## src/rtl/burst_seq_pkg.sv

```systemverilog
package burst_seq_pkg;
  localparam int BEAT_W = 2;

  typedef struct packed {
    logic              load;
    logic [BEAT_W-1:0] beat;
  } seqCtl_t;
endpackage

```

## src/rtl/burst_seq_ctrl.sv

```systemverilog
module burst_seq_ctrl
  import burst_seq_pkg::*;
(
  input  logic    clk,
  input  logic    rstN,
  input  logic    startN,
  input  logic    advN,
  output seqCtl_t ctl
);
  logic [BEAT_W-1:0] beatQ;

  always_ff @(posedge clk) begin
    if (!rstN)        beatQ <= '0;
    else if (!startN) beatQ <= '0;
    else if (!advN)   beatQ <= beatQ + 1'b1;
  end

  assign ctl.load = !startN;
  assign ctl.beat = beatQ;

  // a strobe restarts the beat count
  p_restart_r6: assert property (@(posedge clk) disable iff (!rstN)
    !startN |=> (beatQ == '0));

  // advance steps the count with wrap
  p_wrap_step_r8: assert property (@(posedge clk) disable iff (!rstN)
    (startN && !advN) |=> (beatQ == BEAT_W'($past(beatQ) + 1'b1)));

  // suspend holds the count
  p_suspend_r5: assert property (@(posedge clk) disable iff (!rstN)
    (startN && advN) |=> $stable(beatQ));
endmodule

```

## src/rtl/burst_seq_dp.sv

```systemverilog
module burst_seq_dp
  import burst_seq_pkg::*;
#(
  parameter int ADDR_W = 18
) (
  input  logic              clk,
  input  logic              rstN,
  input  seqCtl_t           ctl,
  input  logic              interleave,
  input  logic [ADDR_W-1:0] addrIn,
  output logic [ADDR_W-1:0] addrOut
);
  localparam int UP_W = ADDR_W - BEAT_W;

  logic [UP_W-1:0]   upperQ;
  logic [BEAT_W-1:0] startLowQ;
  logic              modeQ;
  logic [BEAT_W-1:0] lowOut;

  always_ff @(posedge clk) begin
    if (!rstN) begin
      upperQ    <= '0;
      startLowQ <= '0;
      modeQ     <= 1'b0;
    end else if (ctl.load) begin
      upperQ    <= addrIn[ADDR_W-1:BEAT_W];
      startLowQ <= addrIn[BEAT_W-1:0];
      modeQ     <= interleave;
    end
  end

  always_comb begin
    if (modeQ) lowOut = startLowQ ^ ctl.beat;
    else       lowOut = startLowQ + ctl.beat;
  end

  assign addrOut = {upperQ, lowOut};

  // strobe presents the captured address next cycle
  p_load_r2: assert property (@(posedge clk) disable iff (!rstN)
    ctl.load |=> (addrOut == $past(addrIn)));

  // upper bits fixed between strobes
  p_upper_fixed_r7: assert property (@(posedge clk) disable iff (!rstN)
    !ctl.load |=> $stable(addrOut[ADDR_W-1:BEAT_W]));

  // linear order tracks the beat count by difference
  p_linear_r3: assert property (@(posedge clk) disable iff (!rstN)
    (!ctl.load && !modeQ) |=>
      (BEAT_W'(addrOut[BEAT_W-1:0] - $past(addrOut[BEAT_W-1:0])) ==
       BEAT_W'(ctl.beat - $past(ctl.beat))));

  // interleaved order tracks the beat count by XOR
  p_interleave_r4: assert property (@(posedge clk) disable iff (!rstN)
    (!ctl.load && modeQ) |=>
      ((addrOut[BEAT_W-1:0] ^ $past(addrOut[BEAT_W-1:0])) ==
       (ctl.beat ^ $past(ctl.beat))));
endmodule

```

## src/rtl/burst_addr_seq.sv

```systemverilog
module burst_addr_seq
  import burst_seq_pkg::*;
#(
  parameter int ADDR_W = 18
) (
  input  logic              clk,
  input  logic              rstN,
  input  logic              startN,
  input  logic              advN,
  input  logic              interleave,
  input  logic [ADDR_W-1:0] addrIn,
  output logic [ADDR_W-1:0] addrOut
);
  seqCtl_t ctl;

  burst_seq_ctrl u_ctrl (
    .clk    (clk),
    .rstN   (rstN),
    .startN (startN),
    .advN   (advN),
    .ctl    (ctl)
  );

  burst_seq_dp #(.ADDR_W(ADDR_W)) u_dp (
    .clk        (clk),
    .rstN       (rstN),
    .ctl        (ctl),
    .interleave (interleave),
    .addrIn     (addrIn),
    .addrOut    (addrOut)
  );
endmodule

```

## config.mk

```make
export PLATFORM = sky130hd
export DESIGN_NAME = burst_addr_seq
export DESIGN_NICKNAME = d
export VERILOG_FILES = /design/src/rtl/burst_seq_pkg.sv /design/src/rtl/burst_seq_ctrl.sv /design/src/rtl/burst_seq_dp.sv /design/src/rtl/burst_addr_seq.sv
export SDC_FILE = /design/constraint.sdc
export NUM_CORES = 1
export LEC_CHECK = 0
export ABC_CLOCK_PERIOD_IN_PS = 1350
export CAP_MARGIN = 20
export CORE_MARGIN = 2
export CORE_UTILIZATION = 55
export CTS_CLUSTER_DIAMETER = 120
export DETAILED_ROUTE_END_ITERATION = 6
export DONT_BUFFER_PORTS = 1
export GPL_ROUTABILITY_DRIVEN = 0
export PLACE_DENSITY = 0.7
export SETUP_SLACK_MARGIN = 0.15
export SLEW_MARGIN = 20
export SYNTH_ARGS = -nofsm -noshare
export SYNTH_HDL_FRONTEND = slang
export SYNTH_HIERARCHICAL = 1
export SYNTH_SLANG_ARGS = --single-unit
```

## constraint.sdc

```tcl
create_clock -name clk -period 1.35 [get_ports clk]
set_clock_uncertainty 0.2 [all_clocks]
set_input_delay 0.135 -clock clk [delete_from_list [all_inputs] [get_ports clk]]
set_output_delay 0.135 -clock clk [all_outputs]
set_load 0.02 [all_outputs]
```

## Yosys cells after proc, flatten, opt, wreduce, memory -nomap -nowiden

Index checks and enable logic that the tools add are counted.

| operators by class | value |
|---|---|
| bitwise logic cells | 1 |
| mux-type cells | 1 |
| reductions and logical operators | 1 |
| $add $sub $neg | 2 |

Operators with widths:

| operator | count |
|---|---|
| 2-bit by 1-bit adder with 2-bit output, second input constant | 1 |
| 2-bit adder | 1 |
| 2-bit 2-to-1 mux | 1 |
| 2-bit AND reduction | 1 |
| 2-bit XOR | 1 |

| word-level totals | value |
|---|---|
| input bits | 23 |
| logic and storage cells | 9 |
| output and inout port bits | 18 |
| register bits | 21 |

## Depth between registers and ports, before layout

Gate-level depths: netlist of run 1.

| logic depth | value |
|---|---|
| word-level depth | 2 |
| gate-level depth with buffers | 5 |
| gate-level depth less buffers | 3 |

## Cells and area by module

Netlist of run 1, hierarchy kept.

Modules (own cells, without submodules):

| module | area each (µm²) | cells an instance | times used | seq. area each (µm²) |
|---|---|---|---|---|
| burst_seq_dp | 764.5 | 65 | 1 | 380.4 |
| burst_seq_ctrl | 87.6 | 9 | 1 | 40.0 |

## Worst setup path after synthesis of run 1

Ideal clock, no wire load.

| timing | value |
|---|---|
| path kind | register to output |
| start point | reg u_ctrl.beatQ[0] |
| end point | out addrOut[1] |
| buffers on the path | 0 |
| path slack | 0.035 ns |
| cell stages (with the launch flop) | 4 |
| required time | 1.015 ns |
| arrival | 0.980 ns |
| path through | dfxtp_1 > ha_1 > nor2b_1 > xnor2_1 |

| on the way | value |
|---|---|
| word-level cells in the longest chain between the ends | 2 |

RTL lines:

| element | line | source |
|---|---|---|
| start, declared | burst_seq_ctrl.sv:10 | `logic [BEAT_W-1:0] beatQ;` |
| start signal, assigned | burst_seq_ctrl.sv:15 | `else if (!advN) beatQ <= beatQ + 1'b1;` |
| 2-bit adder | burst_seq_dp.sv:34 | `else lowOut = startLowQ + ctl.beat;` |
| 2-bit 2-to-1 mux | burst_seq_dp.sv:33 | `if (modeQ) lowOut = startLowQ ^ ctl.beat;` |
| end, declared | burst_addr_seq.sv:12 | `output logic [ADDR_W-1:0] addrOut` |

Every way passes these cells.

## Worst setup path after layout of run 1

Ends and elaborated chain as after synthesis.

==> metrics.md, run 1 <==
| Metric | Value |
|---|---|
| Cells after synthesis | `74` |
| Post-synthesis cell type count | `14` |
| Rel. slew slack | `66.4%` |
| Worst Setup SP | `u_ctrl/beatQ[0]` |
| Top-level port count | `41` |
| Crit-path cells | `ha_4 > nor2b_4 > xnor2_4` |
| Syn nets | `98` |
| Vias | `583` |
| FF-to-FF setup slack | `350 ps` |
| Clock sinks | `21` |
| Die span in y | `43.4 microns` |
| Reg-to-Reg Start | `u_ctrl/beatQ[0]` |
| Pwr dens | `1020 nW/um^2` |
| Avg Cell Area, Syn | `11.5 sq um` |
| Multi-input logic area | `428 sq um` |
| Min Tclk post-route | `1460 ps` |
| Fin area | `1160 sq um` |
| Max frequency | `0.684 GHz` |
| Final Max Tran Viols | `0` |
| Area of the core | `1470 sq um` |
| Antenna viol nets, final | `0` |
| GRT Overall Usage | `18.3%` |
| Vias per cell | `5.07` |
| Worst path arrival time | `1130 ps` |
| Final worst slack | `-112 ps` |
| Final Cycle Share | `108%` |
| Clock Latency Late Sink | `290 ps` |
| Routed wire length | `1560 microns` |
| First DRT Iteration DRCs | `3` |
| IO Port Bufs | `0` |
| TNS Setup | `-112 ps` |
| Floorplan die width | `43.4 microns` |
| Failing checks | `setup timing` |
| Max Cap Viol | `0` |
| Maximum single-stage delay on the critical path | `360 ps` |
| Root Buffer | `clkbuf_4` |
| Share of layout cells above drive strength 1 | `15.2%` |
| HPWL after DPL | `904 microns` |
| P&R area growth vs syn | `36.3%` |
| Initial antenna violation count | `0` |
| Nets | `124` |
| RSZ-0062 raised after global routing | `true` |
| Endpoints failing hold | `0` |
| CTS clock-pin slew for the worst setup and hold paths | `110 ps` |
| Max VDD drop | `0.748 mV` |
| Mapped Area | `852 sq um` |
| Sequential area share after synthesis | `49.3%` |
| Fill cells | `105` |
| Leakage power | `0.498 nW` |
| Measured slew at the worst slew-check pin | `504 ps` |
| Crit path kind | `flop to primary output` |
| Post-Layout Cell Count | `115` |
| HP Class | `input pin to flop` |
| TritonCTS clock tree | `yes` |
| Reg area | `424 sq um` |
| Post-Place Cells | `89` |
| Synthesized flop and latch total | `21` |
| Endpoints failing setup | `1` |
| Vias in the first global route | `599` |
| Number of buffers on the longest clock path | `2` |
| Slowest cell on the critical path | `dfxtp_2` |
| First-pass GRT wire length | `2470 microns` |
| Pin count of the biggest net entering global routing | `21` |
| Placed Area | `895 sq um` |
| CP endpoint kind | `primary output` |
| Final hold slack | `101 ps` |
| Per-cell routed wire length | `13.6 microns` |
| Die area | `1880 sq um` |
| Num CTS Buffers | `3` |
| Data required time at the worst endpoint | `1010 ps` |
| H-tree levels | `1` |
| Crit path max fanout | `3` |
| Global route total overflow | `0` |
| Worst Min Path Start | `startN` |
| Rows | `14` |
| Starting density of the core | `57.9%` |
| Pre-Repair DR Iteration Count | `2` |
| Syn. warnings | `6` |
| Diodes inserted | `0` |
| Outcome | `finished, violations left` |
| Kind of start point of the critical path | `flop` |
| Drt drc | `0` |
==> worst max-delay path, delay by kind of cell, from the launching register on <==
family | cells | cell delay (ps)
flops | 1 | 360
fa+ha+maj | 1 | 150
simple gates | 1 | 130
xor+xnor | 1 | 200
==> layout make-up <==
cell class                 instances  area share (%)
clock buffer                       3            1.94
clock inverter                     1           0.431
inverter                           1           0.323
multi-input combinational         48            36.9
sequential                        21            36.5
tap                               16            1.72
timing repair buffer              25            22.2
==> cells in the mapped netlist <==
library cell / number / share of area (%)
nor3_1: 1 / 0.59
ha_1: 1 / 1.5
nand2_1: 1 / 0.44
clkbuf_1: 2 / 0.88
mux2i_1: 19 / 22
nor2_1: 1 / 0.44
nor2b_1: 20 / 15
xnor2_1: 3 / 3.1
and2b_2: 1 / 1.0
inv_1: 1 / 0.44
buf_6: 1 / 1.3
buf_12: 1 / 2.3
dfxtp_1: 21 / 49
nor2b_4: 1 / 1.6
==> flip-flops by register name, summed over array words and instances, names as in the netlist <==
register and flops:
u_dp/modeQ 1, u_ctrl/beatQ 2, u_dp/startLowQ 2, u_dp/upperQ 16
==> placed cells by master (no fill, tap or decap), drive strengths merged <==
cell	count
nor2	1
nor3	1
dlygate4sd3	21
ha	1
mux2i	19
nand2	1
inv	1
nor2b	21
clkinv	1
dlymetal6s4s	1
xnor2	3
and2b	1
dfxtp	21
buf	3
clkbuf	3
==> worst paths after layout <==
path,endpoint,depth (start not counted)
hold reg to reg,u_ctrl/beatQ[1],2
hold / removal,u_dp/upperQ[2],4
setup reg to reg,u_ctrl/beatQ[1],3
setup / recovery,addrOut[1],3
==> power breakdown <==
group	switching (mW)	leakage (nW)	internal, mW
Sequential	0.0590	0.174	0.656
Combinational	0.0676	0.305	0.114
Clock	0.180	0.0177	0.110
Total	0.306	0.498	0.880
==> kinds of logic (layout without fill, tap and decap cells) <==
logic type | after synthesis | count (layout) | synth area share [%]
XOR/XNOR | 3 | 3 | 3.08
adder cells (fa/ha/maj) | 1 | 1 | 1.47
buffers and inverters | 5 | 30 | 4.99
flip-flops | 21 | 21 | 49.3
multiplexers | 19 | 19 | 22.3
AND/OR/NAND/NOR | 25 | 25 | 18.8
==> per-stage QoR <==
step	util (%)	setup WS, ps	total power [mW]
final	78.9	-112	1.19
after global routing	78.9	-165	1.24
after CTS	78.7	-129	1.20
after detailed placement	60.8	155	0.844
after global placement	60.8	168	0.841
after floorplan	-	183	0.830
==> metal layers <==
layer	wire (microns)	part of all wire (%)	GRT usage [%]
met1	559	36	18.1
met5	0	0	0
met4	24	1.5	10.9
met2	861	55	34.3
met3	118	7.5	4.17
==> what timing repair did <==
action,4_1_cts,5_1_grt
endpoints found under the setup margin,2,13
resized for setup,5,1
hold buffers,22,0
buffers inserted,0,0
hold endpoints to repair,21,0
pin swaps,2,0
No activity file was read; power rests on OpenSTA's default activity.
==> inputs of run 2 (changes only) <==
Settings changed: GPL_TIMING_DRIVEN set to 0.
==> run 2 against run 1 <==
The flow still finishes with violations (setup timing). Clock-buffer cell count increased by 1. Setup slack got worse by 13 ps. Wire length increased by 7.8%. Register-to-register slack got worse by 80 ps. Non-clock buffer count increased by 2. Combinational power increased by 7%. Total power increased by 1.4%.
==> metrics.md, run 2 (synthesized netlist as in run 1, its figures left out) <==
| Metric | Value |
|---|---|
| Vias per cell | `4.98 (was 5.07)` |
| Worst r2r path cells | `4 (was 3)` |
| Drt drc | `0 (unchanged)` |
| Final hold slack | `59.9 ps (was 101 ps)` |
| Endpoints failing setup | `2 (was 1)` |
| Pwr dens | `1010 nW/um^2 (was 1020 nW/um^2)` |
| Global route total overflow | `0 (unchanged)` |
| Max FFs per register | `16 (unchanged)` |
| Final worst slack | `-125 ps (was -112 ps)` |
| Vias | `583 (unchanged)` |
| Worst path arrival time | `1140 ps (was 1130 ps)` |
| Commonest non-fill, non-tap cell in the layout | `dlygate4sd3_1 (unchanged)` |
| Initial antenna violation count | `0 (unchanged)` |
| Final core occ | `80.9% (was 78.9%)` |
| Hold Path Depth | `4 (unchanged)` |
| Top-level port count | `41 (unchanged)` |
| R2r endpoint | `u_ctrl/beatQ[1] (unchanged)` |
| Number of buffers on the longest clock path | `2 (unchanged)` |
| IO Port Bufs | `0 (unchanged)` |
| Min Tclk post-route | `1470 ps (was 1460 ps)` |
| RSZ-0062 raised after global routing | `true (unchanged)` |
| Outcome | `finished, violations left (unchanged)` |
| Pint | `0.892 mW (was 0.880 mW)` |
| Floorplan die width | `43.4 microns (unchanged)` |
| Sw Share | `25.8% (about the same)` |
| Data required time at the worst endpoint | `1010 ps (about the same)` |
| Worst Min Path Start | `startN (unchanged)` |
| Hold-critical path endpoint | `u_dp/modeQ (was u_dp/upperQ[2])` |
| Antenna viol nets, final | `0 (unchanged)` |
| First DRT Iteration DRCs | `0 (was 3)` |
| FF-to-FF setup slack | `270 ps (was 350 ps)` |
| Max VDD drop | `0.867 mV (was 0.748 mV)` |
| Starting density of the core | `57.9% (unchanged)` |
| Rel. slew slack | `77.5% (was 66.4%)` |
| Root Buffer | `clkbuf_4 (unchanged)` |
| Multi-input logic area | `435 sq um (was 428 sq um)` |
| Nets | `126 (was 124)` |
| Clk pwr share | `24.4% (about the same)` |
| Measured slew at the worst slew-check pin | `337 ps (was 504 ps)` |
| Biggest regs | `u_dp/upperQ: 16 flops, u_ctrl/beatQ: 2 flops, u_dp/startLowQ: 2 flops (unchanged)` |
| Fill cells | `95 (was 105)` |
| Share of layout cells above drive strength 1 | `15.8% (was 15.2%)` |
| Pin count of the biggest net entering global routing | `12 (was 21)` |
| Final Max Tran Viols | `0 (unchanged)` |
| GRT Overall Usage | `20.1% (was 18.3%)` |
| Num CTS Buffers | `3 (unchanged)` |
| Max frequency | `0.678 GHz (was 0.684 GHz)` |
| Reg-to-Reg Start | `u_ctrl/beatQ[0] (unchanged)` |
| Die span in y | `43.4 microns (unchanged)` |
| Clock Latency Late Sink | `290 ps (about the same)` |
| Diodes inserted | `0 (unchanged)` |
| Failing checks | `setup timing (unchanged)` |
| Most flop-heavy register | `u_dp/upperQ (unchanged)` |
| Clock sinks | `21 (unchanged)` |
| P&R area growth vs syn | `39.6% (was 36.3%)` |
| Reg power frac | `59.6% (was 60.3%)` |
| Routed wire length | `1690 microns (was 1560 microns)` |
| Rows | `14 (unchanged)` |
| WL met2 | `914 microns (was 861 microns)` |
| Final Cycle Share | `109% (was 108%)` |
| Reg area | `423 sq um (was 424 sq um)` |
| CTS clock-pin slew for the worst setup and hold paths | `110 ps (about the same)` |
| CP endpoint kind | `primary output (unchanged)` |
| Crit path kind | `flop to primary output (unchanged)` |
| First-pass GRT wire length | `2740 microns (was 2470 microns)` |
| Switching power | `0.310 mW (was 0.306 mW)` |
| Area of the core | `1470 sq um (unchanged)` |
| Comb pwr share | `16.1% (was 15.3%)` |
| Die area | `1880 sq um (unchanged)` |
| Placed Area | `898 sq um (was 895 sq um)` |
| Leakage power | `0.510 nW (was 0.498 nW)` |
| HPWL after DPL | `916 microns (was 904 microns)` |
| Fin area | `1190 sq um (was 1160 sq um)` |
| Detailed-routed wire length on met3 | `107 microns (was 118 microns)` |
| Per-cell routed wire length | `14.4 microns (was 13.6 microns)` |
| TritonCTS clock tree | `yes (unchanged)` |
| Pre-Repair DR Iteration Count | `1 (was 2)` |
| Vias in the first global route | `641 (was 599)` |
| Kind of start point of the critical path | `flop (unchanged)` |
| Max Cap Viol | `0 (unchanged)` |
| H-tree levels | `1 (unchanged)` |
| HP Class | `input pin to flop (unchanged)` |
| Commonest non-fill, non-tap cells in the layout | `21 x dlygate4sd3_1, 19 x dfxtp_1, 19 x mux2i_1, 19 x nor2b_1, 3 x clkbuf_4 (was 21 x dlygate4sd3_1, 19 x mux2i_1, 19 x nor2b_1)` |
| M1 WL | `653 microns (was 559 microns)` |
| Highest metal used | `met4 (unchanged)` |
| Endpoints failing hold | `0 (unchanged)` |
| Crit path max fanout | `2 (was 3)` |
-- run 2: changes by cell type in the layout (fill, tap and decap cells not counted) --
cell      change
buf_4         -1
buf_6         +1
buf_8         +1
clkbuf_1      +1
clkbuf_2      +1
clkinv_2      -1
dfxtp_1       +1
dfxtp_2       -1
xnor2_1       -1
xnor2_2       +1
-- run 2: worst max-delay path, stage by stage, from the launching register on --
cell and delay [ps]:
dfxtp_2 360, ha_4 150, nor2b_4 130, xnor2_4 200
-- run 2: power groups by stage --
| stage | registers (mW) | clock network (mW) | logic, mW |
|---|---|---|---|
| 6_report | 0.717 | 0.293 | 0.193 |
| 5_1_grt | 0.721 | 0.314 | 0.210 |
| 4_1_cts | 0.715 | 0.305 | 0.187 |
| 3_5_place_dp | 0.726 | 0 | 0.120 |
| 3_3_place_gp | 0.726 | 0 | 0.116 |
| 2_1_floorplan | 0.721 | 0 | 0.108 |
-- run 2: metrics by stage --
stage / setup TNS [ps] / power, mW / cells / setup WS [ps]
3_3_place_gp: 0 / 0.843 / 90 / 163
5_1_grt: -181 / 1.24 / 117 / -154
2_1_floorplan: 0 / 0.830 / 74 / 183
4_1_cts: -158 / 1.21 / 117 / -125
3_5_place_dp: 0 / 0.846 / 90 / 153
6_report: -131 / 1.20 / 117 / -125
-- run 2: worst max path at each step --
stage | from | endpoint | cells after the start
after floorplan | u_ctrl/beatQ[0] | addrOut[1] | 3
after global placement | u_ctrl/beatQ[0] | addrOut[1] | 3
after detailed placement | u_ctrl/beatQ[0] | addrOut[1] | 3
after CTS | u_dp/startLowQ[0] | addrOut[1] | 3
after global routing | u_ctrl/beatQ[0] | addrOut[1] | 3
final | u_dp/startLowQ[0] | addrOut[1] | 3
-- run 2: per-layer routing --
layer | vias to the layer above | track usage, %
met5 | - | 0
li1 | 294 | -
met3 | 2 | 2.92
met2 | 22 | 39.4
met4 | 0 | 9.09
met1 | 265 | 20.5
-- run 2: what timing repair did --
action | in CTS | in global routing
setup buffers | 1 | 0
cloned | 0 | 0
setup endpoints to repair | 2 | 13
pin swaps | 1 | 0
endpoints found under the hold margin | 21 | 0
hold buffers | 22 | 0
gates resized for setup | 7 | 4
-- run 2: final cells by class --
class | count | share of cell area (%)
well taps | 16 | 1.68
clock buffers | 4 | 2.21
inverters | 1 | 0.315
flip-flops and latches | 21 | 35.5
plain buffers | 4 | 4.31
multi-input cells | 48 | 36.6
repair buffers | 23 | 19.3
==> inputs of run 3 (changes only) <==
Settings changed: SETUP_SLACK_MARGIN 0.15 to 0.1.
==> run 3 against run 2 <==
The run still ends with setup timing left. Critical path depth unchanged. Total power rose by 1.1%. Non-clock buffer count is 1 higher. Hold slack got worse by 11 ps. Core utilization rose by 0.60 points. Flip-flop and latch count did not move. Via count grew 1.4%. First-iteration DRC count grew 3. Sequential share of layout area shrank 0.26 points. Clock-buffer cell count down 1. Critical path type unchanged. Highest routed layer is now met3.
==> metrics.md, run 3 (synthesized netlist as in run 1, its figures left out) <==
| Metric | Value |
|---|---|
| Endpoints failing setup | `2 (unchanged)` |
| Max frequency | `0.675 GHz (was 0.678 GHz)` |
| Floorplan die width | `43.4 microns (unchanged)` |
| Grt met2 use | `40.0% (was 39.4%)` |
| P&R area growth vs syn | `40.7% (was 39.6%)` |
| Global Route met1 Usage | `25.1% (was 20.5%)` |
| Min Tclk post-route | `1480 ps (was 1470 ps)` |
| Diodes inserted | `0 (unchanged)` |
| Vias | `591 (was 583)` |
| Number of buffers on the longest clock path | `2 (unchanged)` |
| Crit path kind | `flop to primary output (unchanged)` |
| Crit path max fanout | `2 (unchanged)` |
| Initial antenna violation count | `0 (unchanged)` |
| Final core occ | `81.5% (was 80.9%)` |
| Maximum single-stage delay on the critical path | `350 ps (was 360 ps)` |
| Max FFs per register | `16 (unchanged)` |
| Drt drc | `0 (unchanged)` |
| H-tree levels | `1 (unchanged)` |
| Starting density of the core | `57.9% (unchanged)` |
| Failing checks | `setup timing (unchanged)` |
| Leakage power | `0.518 nW (was 0.510 nW)` |
| Fill cells | `108 (was 95)` |
| HP Class | `input pin to flop (unchanged)` |
| Top-level port count | `41 (unchanged)` |
| Max Cap Viol | `0 (unchanged)` |
| Biggest regs | `u_dp/upperQ: 16 flops, u_ctrl/beatQ: 2 flops, u_dp/startLowQ: 2 flops (unchanged)` |
| Global route total overflow | `0 (unchanged)` |
| Rows | `14 (unchanged)` |
| Num CTS Buffers | `3 (unchanged)` |
| Nets | `127 (was 126)` |
| Routed wire length | `1860 microns (was 1690 microns)` |
| Met3 usage | `4.58% (was 2.92%)` |
| Commonest non-fill, non-tap cells in the layout | `21 x dlygate4sd3_1, 19 x dfxtp_1, 19 x mux2i_1, 19 x nor2b_1, 3 x clkbuf_4 (unchanged)` |
| Final worst slack | `-132 ps (was -125 ps)` |
| TNS Setup | `-135 ps (was -131 ps)` |
| Crit path buffers/inverters | `0 (unchanged)` |
| Area of the core | `1470 sq um (unchanged)` |
| Commonest non-fill, non-tap cell in the layout | `dlygate4sd3_1 (unchanged)` |
| TritonCTS clock tree | `yes (unchanged)` |
| CTS clock-pin slew for the worst setup and hold paths | `120 ps (was 110 ps)` |
| Clock Latency Late Sink | `290 ps (about the same)` |
| Most flop-heavy register | `u_dp/upperQ (unchanged)` |
| Final Max Tran Viols | `0 (unchanged)` |
| Clock sinks | `21 (unchanged)` |
| Data required time at the worst endpoint | `1010 ps (about the same)` |
| Antenna viol nets, final | `0 (unchanged)` |
| Die span in y | `43.4 microns (unchanged)` |
| First DRT Iteration DRCs | `3 (was 0)` |
| IO Port Bufs | `0 (unchanged)` |
| Worst path top cell family by delay | `flip-flops (unchanged)` |
| Per-cell routed wire length | `15.8 microns (was 14.4 microns)` |
| Outcome | `finished, violations left (unchanged)` |
| Kind of start point of the critical path | `flop (unchanged)` |
| Rel. slew slack | `77.7% (was 77.5%)` |
| Measured slew at the worst slew-check pin | `335 ps (was 337 ps)` |
| Final Cycle Share | `110% (was 109%)` |
| Vias in the first global route | `657 (was 641)` |
| GRT busiest layer | `met2 (unchanged)` |
| CP endpoint kind | `primary output (unchanged)` |
| Crit-path cells | `ha_4 > nor2b_4 > xnor2_4 (unchanged)` |
| Slowest cell on the critical path | `dfxtp_2 (unchanged)` |
| RSZ-0062 raised after global routing | `true (unchanged)` |
| Pwr dens | `1010 nW/um^2 (about the same)` |
| GRT Overall Usage | `21.9% (was 20.1%)` |
| Max VDD drop | `0.835 mV (was 0.867 mV)` |
| Pin count of the biggest net entering global routing | `13 (was 12)` |
| Pre-Repair DR Iteration Count | `4 (was 1)` |
| Endpoints failing hold | `0 (unchanged)` |
| HPWL after DPL | `932 microns (was 916 microns)` |
| Worst path arrival time | `1150 ps (was 1140 ps)` |
| Vias per cell | `5.01 (was 4.98)` |
| Share of layout cells above drive strength 1 | `17.6% (was 15.8%)` |
| First-pass GRT wire length | `2950 microns (was 2740 microns)` |
| Root Buffer | `clkbuf_4 (unchanged)` |
| Die area | `1880 sq um (unchanged)` |
run 3: cell count changes in the layout (fill, tap and decap cells not counted), sizes merged:
cell,change
clkbuf,-1
buf,+1
clkinv,+1
run 3: layer usage:
layer,up-vias,share of wire (%)
li1,294,-
met1,274,41
met2,23,53
met3,0,5.7
met4,0,0
met5,-,0
run 3: what timing repair did:
action | CTS | global route
pin swaps | 1 | 1
endpoints found under the hold margin | 21 | 0
setup endpoints to repair | 2 | 13
setup buffers | 1 | 1
gates resized for setup | 11 | 4
hold buffers | 22 | 0
run 3: final cells by class:
type	instances	area, sq um	share of cell area [%]
buffer	4	51.3	4.28
sequential	21	423	35.3
clock inverter	1	5.00	0.418
timing repair buffer	24	238	19.8
inverter	1	3.75	0.313
clock buffer	3	22.5	1.88
tap	16	20.0	1.67
multi-input combinational	48	435	36.3
run 3: worst paths after layout:
check / slack (ps) / endpoint / from / cells after the start
worst max-delay path: -130 / addrOut[1] / u_dp/startLowQ[0] / 3
worst min-delay path: 50 / u_dp/modeQ / startN / 4
worst max register to register: 220 / u_ctrl/beatQ[0] / u_ctrl/beatQ[0] / 3
worst min register to register: 380 / u_dp/modeQ / u_dp/modeQ / 2
run 3: power breakdown:
group / leakage, nW / switching, mW / internal (mW) / total, mW
Sequential: 0.174 / 0.0606 / 0.656 / 0.717
Combinational: 0.326 / 0.0761 / 0.124 / 0.200
Clock: 0.0177 / 0.190 / 0.110 / 0.300
Total: 0.518 / 0.326 / 0.890 / 1.22
run 3: worst register-to-register path, delay by kind of cell (launching register included):
family,cells,cell delay [ps]
flops,1,370
simple gates,2,360
buf+inv,1,120
run 3: per-stage QoR:
step           total power [mW]  setup slack (ps)  cells  hold WS (ps)  instance area [sq um]
4_1_cts                    1.21              -169    117          25.1                   1190
3_5_place_dp              0.841               102     90          72.6                    880
6_report                   1.22              -132    118          48.5                   1200
2_1_floorplan             0.824               146     74          63.2                    860
5_1_grt                    1.27              -175    118          71.3                   1200
3_3_place_gp              0.837               104     90          65.0                    880
